<file path="src/rtl/flash_prog_pkg.sv">
package flash_prog_pkg;
  localparam logic [31:0] KEY_FIRST  = 32'h0000_0000;
  localparam logic [31:0] KEY_SECOND = 32'hAA99_6655;
  localparam logic [31:0] KEY_THIRD  = 32'h5566_99AA;

  localparam logic [3:0] OP_NONE  = 4'd0;
  localparam logic [3:0] OP_PROG  = 4'd1;
  localparam logic [3:0] OP_ERASE = 4'd4;

  localparam int BIT_BUSY = 15;
  localparam int BIT_WREN = 14;

  localparam logic [1:0] REG_CTRL = 2'd0;
  localparam logic [1:0] REG_KEY  = 2'd1;
  localparam logic [1:0] REG_ADDR = 2'd2;
  localparam logic [1:0] REG_DATA = 2'd3;

  typedef enum logic [1:0] {VIEW_RAW, VIEW_SET, VIEW_CLR, VIEW_NONE} view_e;
  typedef enum logic [1:0] {KEY_WAIT0, KEY_WAIT1, KEY_WAIT2, KEY_ARMED} keyState_e;

  // bus events decoded by the datapath for the control
  typedef struct packed {
    logic        keyWr;
    logic        startReq;
    logic        otherWr;
    logic        wrenNew;
    logic [3:0]  opNew;
    logic [31:0] keyVal;
  } busEv_t;

  // strobes from the control back to the datapath
  typedef struct packed {
    logic launch;
    logic nopDone;
    logic reject;
    logic finish;
    logic lvSet;
  } ctlStrobe_t;

  function automatic logic [31:0] applyView(input logic [31:0] oldVal,
                                            input logic [31:0] wVal,
                                            input view_e view);
    case (view)
      VIEW_RAW: applyView = wVal;
      VIEW_SET: applyView = oldVal | wVal;
      VIEW_CLR: applyView = oldVal & ~wVal;
      default:  applyView = oldVal;
    endcase
  endfunction
endpackage

</file>
<file path="src/rtl/flash_prog_ctrl.sv">
module flash_prog_ctrl
  import flash_prog_pkg::*;
(
  input  logic       clk,
  input  logic       rstN,
  input  busEv_t     ev,
  input  logic       busy,
  input  logic       flashDone,
  input  logic       flashLowVolt,
  output ctlStrobe_t strobe
);
  keyState_e keyState, keyNext;
  logic startOk, opValid;

  always_comb begin
    opValid = (ev.opNew == OP_PROG) || (ev.opNew == OP_ERASE);
    startOk = ev.startReq && (keyState == KEY_ARMED) && ev.wrenNew;
    strobe.nopDone = startOk && (ev.opNew == OP_NONE);
    strobe.launch  = startOk && opValid;
    strobe.reject  = ev.startReq && !strobe.nopDone && !strobe.launch;
    strobe.finish  = busy && flashDone;
    strobe.lvSet   = busy && flashDone && flashLowVolt;
  end

  always_comb begin
    keyNext = keyState;
    if (ev.keyWr) begin
      keyNext = KEY_WAIT0;
      case (keyState)
        KEY_WAIT0: if (ev.keyVal == KEY_FIRST)  keyNext = KEY_WAIT1;
        KEY_WAIT1: if (ev.keyVal == KEY_SECOND) keyNext = KEY_WAIT2;
        KEY_WAIT2: if (ev.keyVal == KEY_THIRD)  keyNext = KEY_ARMED;
        default:   keyNext = KEY_WAIT0;
      endcase
    end else if (ev.startReq || ev.otherWr) begin
      keyNext = KEY_WAIT0;
    end
  end

  always_ff @(posedge clk or negedge rstN) begin
    if (!rstN) keyState <= KEY_WAIT0;
    else       keyState <= keyNext;
  end
endmodule

</file>
<file path="src/rtl/flash_prog_dp.sv">
module flash_prog_dp
  import flash_prog_pkg::*;
#(
  parameter int ADDR_W = 20,
  parameter int PAGE_W = 14
) (
  input  logic              clk,
  input  logic              rstN,
  input  logic              busWe,
  input  logic [3:0]        busAddr,
  input  logic [31:0]       busWdata,
  output logic [31:0]       busRdata,
  input  ctlStrobe_t        strobe,
  output busEv_t            ev,
  output logic              busy,
  output logic              lvErr,
  output logic              flashReq,
  output logic [3:0]        flashOp,
  output logic [ADDR_W-1:0] flashAddr,
  output logic [31:0]       flashData
);
  localparam int PAD_W       = 32 - ADDR_W;
  localparam int PAGE_BASE_W = ADDR_W - PAGE_W;

  logic [1:0]        regSel;
  view_e             view;
  logic [3:0]        opReg;
  logic              wrenReg, wrErr;
  logic [ADDR_W-1:0] addrReg;
  logic [31:0]       dataReg, ctrlRaw, addrExt;
  logic [31:0]       ctrlNew, addrNew, dataNew;
  logic              writeOn, ctrlWr, addrWr, dataWr;
  logic              unusedBits;

  assign regSel  = busAddr[3:2];
  assign view    = view_e'(busAddr[1:0]);
  assign ctrlRaw = {16'h0, busy, wrenReg, wrErr, lvErr, 8'h0, opReg};
  assign addrExt = {{PAD_W{1'b0}}, addrReg};
  assign ctrlNew = applyView(ctrlRaw, busWdata, view);
  assign addrNew = applyView(addrExt, busWdata, view);
  assign dataNew = applyView(dataReg, busWdata, view);
  assign unusedBits = ^{ctrlNew[31:16], ctrlNew[13:4], addrNew[31:ADDR_W]};

  assign writeOn = busWe && (view != VIEW_NONE);
  assign ctrlWr  = writeOn && (regSel == REG_CTRL);
  assign addrWr  = writeOn && (regSel == REG_ADDR);
  assign dataWr  = writeOn && (regSel == REG_DATA);

  always_comb begin
    ev.keyWr    = writeOn && (regSel == REG_KEY);
    ev.startReq = ctrlWr && ctrlNew[BIT_BUSY] && !busy;
    ev.otherWr  = busWe && !ev.keyWr && !ev.startReq;
    ev.wrenNew  = ctrlNew[BIT_WREN];
    ev.opNew    = ctrlNew[3:0];
    ev.keyVal   = busWdata;
  end

  always_comb begin
    case (regSel)
      REG_CTRL: busRdata = ctrlRaw;
      REG_ADDR: busRdata = addrExt;
      REG_DATA: busRdata = dataReg;
      default:  busRdata = 32'h0;
    endcase
  end

  always_ff @(posedge clk or negedge rstN) begin
    if (!rstN) begin
      opReg   <= OP_NONE;
      wrenReg <= 1'b0;
      wrErr   <= 1'b0;
      lvErr   <= 1'b0;
      busy    <= 1'b0;
      addrReg <= '0;
      dataReg <= '0;
    end else begin
      if (ctrlWr) begin
        wrenReg <= ctrlNew[BIT_WREN];
        if (!busy) opReg <= ctrlNew[3:0];
      end
      if (strobe.launch)      busy <= 1'b1;
      else if (strobe.finish) busy <= 1'b0;
      if (strobe.reject)       wrErr <= 1'b1;
      else if (strobe.nopDone) wrErr <= 1'b0;
      if (strobe.lvSet)        lvErr <= 1'b1;
      else if (strobe.nopDone) lvErr <= 1'b0;
      if (addrWr && !busy) addrReg <= addrNew[ADDR_W-1:0];
      if (dataWr && !busy) dataReg <= dataNew;
    end
  end

  always_ff @(posedge clk or negedge rstN) begin
    if (!rstN) begin
      flashReq  <= 1'b0;
      flashOp   <= OP_NONE;
      flashAddr <= '0;
      flashData <= '0;
    end else begin
      flashReq <= strobe.launch;
      if (strobe.launch) begin
        flashOp   <= ev.opNew;
        flashData <= dataReg;
        if (ev.opNew == OP_ERASE)
          flashAddr <= {addrReg[ADDR_W-1 -: PAGE_BASE_W], {PAGE_W{1'b0}}};
        else
          flashAddr <= {addrReg[ADDR_W-1:2], 2'b00};
      end
    end
  end
endmodule

</file>
<file path="src/rtl/flash_prog_ctl.sv">
module flash_prog_ctl
  import flash_prog_pkg::*;
#(
  parameter int ADDR_W = 20,
  parameter int PAGE_W = 14
) (
  input  logic              clk,
  input  logic              rstN,
  input  logic              busWe,
  input  logic [3:0]        busAddr,
  input  logic [31:0]       busWdata,
  output logic [31:0]       busRdata,
  output logic              flashReq,
  output logic [3:0]        flashOp,
  output logic [ADDR_W-1:0] flashAddr,
  output logic [31:0]       flashData,
  input  logic              flashDone,
  input  logic              flashLowVolt
);
  busEv_t     ev;
  ctlStrobe_t strobe;
  logic       busy;
  logic       lvErr;

  flash_prog_ctrl u_ctrl (
    .clk(clk), .rstN(rstN), .ev(ev), .busy(busy),
    .flashDone(flashDone), .flashLowVolt(flashLowVolt), .strobe(strobe)
  );

  flash_prog_dp #(.ADDR_W(ADDR_W), .PAGE_W(PAGE_W)) u_dp (
    .clk(clk), .rstN(rstN), .busWe(busWe), .busAddr(busAddr),
    .busWdata(busWdata), .busRdata(busRdata), .strobe(strobe), .ev(ev),
    .busy(busy), .lvErr(lvErr), .flashReq(flashReq), .flashOp(flashOp),
    .flashAddr(flashAddr), .flashData(flashData)
  );
endmodule

</file>
<file path="config.mk">
export PLATFORM = sky130hd
export DESIGN_NAME = flash_prog_ctl
export DESIGN_NICKNAME = d
export VERILOG_FILES = /design/src/rtl/flash_prog_pkg.sv /design/src/rtl/flash_prog_ctrl.sv /design/src/rtl/flash_prog_dp.sv /design/src/rtl/flash_prog_ctl.sv
export SDC_FILE = /design/constraint.sdc
export NUM_CORES = 1
export LEC_CHECK = 0
export CORE_ASPECT_RATIO = 1.25
export CORE_MARGIN = 5
export CORE_UTILIZATION = 40
export CTS_CLUSTER_SIZE = 30
export DETAILED_ROUTE_END_ITERATION = 7
export PLACE_DENSITY_LB_ADDON = 0.1
export SLEW_MARGIN = 20
export SYNTH_ARGS = -nofsm -noshare
export SYNTH_HDL_FRONTEND = slang
export SYNTH_SLANG_ARGS = --single-unit
</file>
<file path="constraint.sdc">
create_clock -name clk -period 2.7 [get_ports clk]
set_clock_uncertainty 0.15 [all_clocks]
set_input_delay 0.54 -clock clk [delete_from_list [all_inputs] [get_ports clk]]
set_output_delay 0.54 -clock clk [all_outputs]
set_load 0.005 [all_outputs]
</file>
# ---- Yosys cells after proc, flatten, opt, wreduce, memory -nomap -nowiden
# Index checks and enable logic that the tools add are counted.
dict set report word_totals {
  register_bits 119
  latchBits 0
  mem_bits_rw 0
  rom_bits 0
  n_memories 0
}
dict set report classes {
  add_sub_neg 0
  multipliers 0
  div 0
  magnitude_cmp 0
  n_eq_ne 13
  shift 0
  muxes 16
  n_bitwise 8
  reduce_logical 39
}
# cell n
set ops {}
lappend ops {{$pmux 32 s3} 2}
lappend ops {{$pmux 20 s3} 1}
lappend ops {{$pmux 16 s3} 1}
lappend ops {{$and 32x32->32} 1}
lappend ops {{$eq 32x31->1 const B} 1}
lappend ops {{$eq 32x32->1 const B} 1}
lappend ops {{$logic_not 32->1} 1}
lappend ops {{$not 32->32} 1}
lappend ops {{$or 32x32->32} 1}
lappend ops {{$and 20x20->20} 1}
lappend ops {{$or 20x20->20} 1}
lappend ops {{$logic_and 1x1->1} 19}
lappend ops {{$and 16x16->16} 1}
lappend ops {{$or 16x16->16} 1}
lappend ops {{$mux 14} 1}
lappend ops {{$eq 2x2->1 const B} 5}
lappend ops {{$mux 2} 4}
lappend ops {{$reduce_bool 2->1} 4}
lappend ops {{$eq 2x1->1 const B} 3}
lappend ops {{$logic_not 2->1} 3}
lappend ops {{$mux 1} 6}
lappend ops {{$pmux 2 s3} 1}
lappend ops {{$reduce_and 2->1} 3}
lappend ops {{$logic_not 1->1} 5}
lappend ops {{other kinds (7)} 8}

# ---- Longest topological paths before layout
dict set report depth {
  word_depth 12
  mapped_depth 9
}

# ---- Hierarchy
# From an unflattened synthesis, not the netlist that was laid out.
dict set report hier_totals {
  hier_cells 555
  hier_area_um2 5909.4
}
# mod instances cells_each area_per_inst_um2 seq_area_each_um2
set by_module_without_submodules {}
lappend by_module_without_submodules {flash_prog_dp 1 513 5597.9 2877.8}
lappend by_module_without_submodules {flash_prog_ctrl 1 42 311.5 50.0}

# ---- Least setup slack after synthesis
# No wires, ideal clock.
dict set report synth_timing {
  kind {input -> register}
  from {input busAddr[0]}
  to {register u_dp.flashAddr[14]}
  setup_ps 125
  arrival_time_ps 2600
  t_required_ps 2425
  slack_ps -175
  path_stages 9
  cell_sequence {ha_1 > buf_2 > or2_1 > clkbuf_1 > o32ai_1 > nor2_1 > o21ai_4 > buf_6 > mux2_4}
}
dict set report synth_via {
  elab_chain_len 8
}
# item line
set synth_rtl {}
lappend synth_rtl {{start, declared} flash_prog_ctl.sv:10} ;# input logic [3:0] busAddr,
lappend synth_rtl {{parallel branches: the longest is 7 deep, another holds $pmux 16 s3} --}
lappend synth_rtl {{$logic_and 1x1->1 (*)} flash_prog_ctrl.sv:19} ;# strobe.launch = startOk && opValid;
lappend synth_rtl {{end signal, assigned} flash_prog_dp.sv:104} ;# flashAddr <= {addrReg[ADDR_W-1 -: PAGE_BASE_W], {PAGE_W{1'b0}}};
lappend synth_rtl {{end signal, assigned} flash_prog_dp.sv:106} ;# flashAddr <= {addrReg[ADDR_W-1:2], 2'b00};
lappend synth_rtl {{end, declared} flash_prog_dp.sv:19} ;# output logic [ADDR_W-1:0] flashAddr,
# Mark *: on every way between the ends.
# A chain may end at the register's enable or synchronous reset.

# ---- Worst setup path in the final report
dict set report layout_timing {
  from {input busAddr[3]}
  to {output busRdata[1]}
}
dict set report layout_via {
  elab_chain_len 2
}
# item line
set layout_rtl {}
lappend layout_rtl {{$eq 2x2->1 or $logic_not 2->1 (tied branches)} flash_prog_dp.sv:59} ;# case (regSel)
lappend layout_rtl {{$pmux 32 s3 (*)} flash_prog_dp.sv:59}
lappend layout_rtl {{end, declared} flash_prog_ctl.sv:12} ;# output logic [31:0] busRdata,
# Every way passes the cells marked *; elsewhere a longest branch is shown, timed or not.

==> out/qor.yml <==
global_route:
  antenna_found_initial: 0
  grtUsageTotal_pct: 21.5
  grt_pass1_wl_mm: 29.5
  grt_max_degree: 118
  grt_pass1_vias: 5233
  grt-ovfl-total: 0
floorplan:
  fp.dieH_um: 146
  num_rows: 49
  die_w_um: 119
  die_area_um2: 17400
  initial_core_util_pct: 41.0
  io_pins: 130
  core_area_um2: 14500
synth:
  ys_ff_latch: 117
  syn_inst: 540
  synth-compound-area-share_pct: 19.6
  muxShareOfSynthArea_pct: 14.3
  synth_edf_count: 0
  ys.flop_type: "dfrtp_1"
  synth_most_common_cell: "dfrtp_1"
  synth_top_area_share_pct: 49.2
  post-synth-top-area-cell: "dfrtp_1"
  synth-seq-area-share_pct: 49.2
  yosys.cell_types.count: 46
  synthAdderAreaFrac_pct: 1.05
  synth_warnings: 0
  synthXorXnorAreaFrac_pct: 0
  synthSimpleGateAreaFrac_pct: 12.1
  synth.cell_area_um2: 5960
  synth_top_cells_by_count: "dfrtp_1, a21oi_1, nor2b_1"
  synth_top_family_by_area: "compound AO/OA/AOI/OAI gates"
  synthTopCellsByArea: "dfrtp_1, a21oi_1, mux2_4, nor2b_1, o22ai_1"
  avgSynthCellArea_um2: 11.0
  synthArstFlopShare_pct: 100
critical_path:
  cp_top_family: "buffers and inverters"
  cp-end-kind: "output port"
  reg2reg_depth: 8
  crit_chain: "dlygate4sd2_1, buf_4, nor2_2, buf_4, a22o_1, clkdlybuf4s50_1"
  crit_path_max_fanout: 4
  crit_type: "input port to output port"
  max_stage_delay_ps: 500
  cpMostUsedCell: "buf_4"
  rrSetupSlack_ps: 580
  cp.arrival_ps: 1950
  crit_required_ps: 2010
  crit_buf_inv: 4
  r2r_start: "u_dp.busy"
  start_kind: "input port"
  r2r-end: "u_dp.flashAddr[8]"
  critPathSlowestCell: "clkdlybuf4s50_1"
final_layout:
  final_cells: 904
  drive_above_1_share_pct: 23.8
  finalNetCount: 759
  final_area_um2: 8660
  fill_cells: 1205
  areaGrowthSynthToFinish_pct: 45.4
  fin_util_pct: 59.6
  antennaDiodeCount: 0
sta:
  maxClockFrequency_mhz: 379
  timing.final.ws_setup_ps: 63.3
  relSlewSlack_pct: 56.4
  rsz0062_at_grt: "false"
  tns_ps: 0
  finalHoldViolCount: 0
  whs_ps: 64.5
  finalSetupViolCount: 0
  worstMarginPinSlew_ps: 654
  maxSlewViolCount: 0
  finalCriticalPeriod_ps: 2640
  fin_crit_sh_pct: 97.7
status:
  run_status: "finished, final reports clean"
power:
  total_power_mw: 5.75
  powerDensity_nw_per_um2: 665
  ir_worst_vdd_mv: 0.379
  p_leak_nw: 4.04
route:
  vias: 5059
  drtIter0Drc: 388
  maxUsedRoutingLayer: "met4"
  wl_met3_mm: 1.19
  drt-total-wl_mm: 18.2
  wl_met1_mm: 7.89
  ant_nets: 0
  dr_wl_met2_mm: 8.88
  routed_via_density: 5.60
  drc: 0
  first_pass_iters: 4
  wl_per_cell_um: 20.2
hold_path:
  hold_path_class: "input port to asynchronous set/reset pin"
placement:
  dp_hpwl_mm: 12.7
  gp_congestion: 0.828
  pre_cts_ws_ps: -702
  port_buffers: 127
  post_dp_cell_area_um2: 7910
  place_inst: 869
clocking:
  clock_sinks: 117
  htreeDepth: 4
  clk_latency_ps: 420
  clk_pin_slew_worst_paths_ps: 50
  root_buffer: "clkbuf_16"
  cts-buffers-inserted: 17
  cts_tree: "built"
  ctsLongestPathBuffers: 2
job:
  max-cap-violations: 0
where the power goes:
group | switching [mW] | total [mW] | leakage, nW | internal [mW]
combinational | 0.509 | 1.06 | 2.20 | 0.548
sequential | 0.223 | 2.22 | 1.52 | 2.00
clock | 0.790 | 2.48 | 0.322 | 1.69
registers in the layout (all words and copies together), names as in the netlist:
signal	count
u_dp.wrenReg	1
u_dp.dataReg	32
u_dp.flashData	32
u_dp.addrReg	20
u_dp.busy	1
u_dp.opReg	4
u_dp.flashReq	1
u_dp.wrErr	1
u_dp.flashOp	4
u_dp.lvErr	1
u_dp.flashAddr	18
u_ctrl.keyState	2
per-layer routing:
metal	vias up	global-route usage [%]
met3	24	6.23
met1	2484	27.5
met4	0	6.67
met2	188	35.3
met5	-	0
li1	2363	-
placed cells by master, fill, tap and decap left out, types with 8 or more instances in the layout:
cell and count:
a21oi_1 108, mux2_4 36, buf_12 10, buf_4 57, a22o_1 8, nor2b_1 47, dfrtp_1 117, mux2_2 17
a32o_1 14, o22ai_1 32, and3_1 12, clkdlybuf4s50_1 119, mux2i_1 12, clkbuf_16 17, a21o_1 12
cell type report:
type                    count  area (um2)  area share, %
flip-flops and latches    117        2930           33.8
well taps                 178         223           2.57
clock inverters             8         143           1.65
inverters                   7        26.3          0.303
multi-input cells         376        2900           33.5
clock buffers              24         512           5.91
repair buffers            194        1930           22.2
kinds of logic after synthesis:
family	count (synthesis)
and+or+nand+nor	115
adders and majority gates	5
buffers and inverters	48
muxes	65
other	1
AOI/OAI and AO/OA	189
DFF	117
how the worst max path moves through the flow:
stage | startpoint | end | slack (ps) | cells after the start
5_1_grt | busAddr[1] | u_dp.flashAddr[9] | 10 | 12
4_1_cts | busAddr[1] | u_dp.flashAddr[8] | 30 | 11
2_1_floorplan | busAddr[0] | u_dp.flashAddr[14] | -60 | 9
3_5_place_dp | busAddr[0] | u_dp.flashAddr[5] | -700 | 9
6_report | busAddr[3] | busRdata[1] | 60 | 6
3_3_place_gp | busAddr[0] | u_dp.flashAddr[8] | -600 | 9
what timing repair did:
action / CTS / global route
pin swaps: 2 / 3
cloned: 1 / 0
setup buffers: 1 / 1
gates resized for setup: 13 / 8
hold buffers: 0 / 0
endpoints found under the setup margin: 88 / 51
Note: power is estimated with default switching activity, not from simulation.
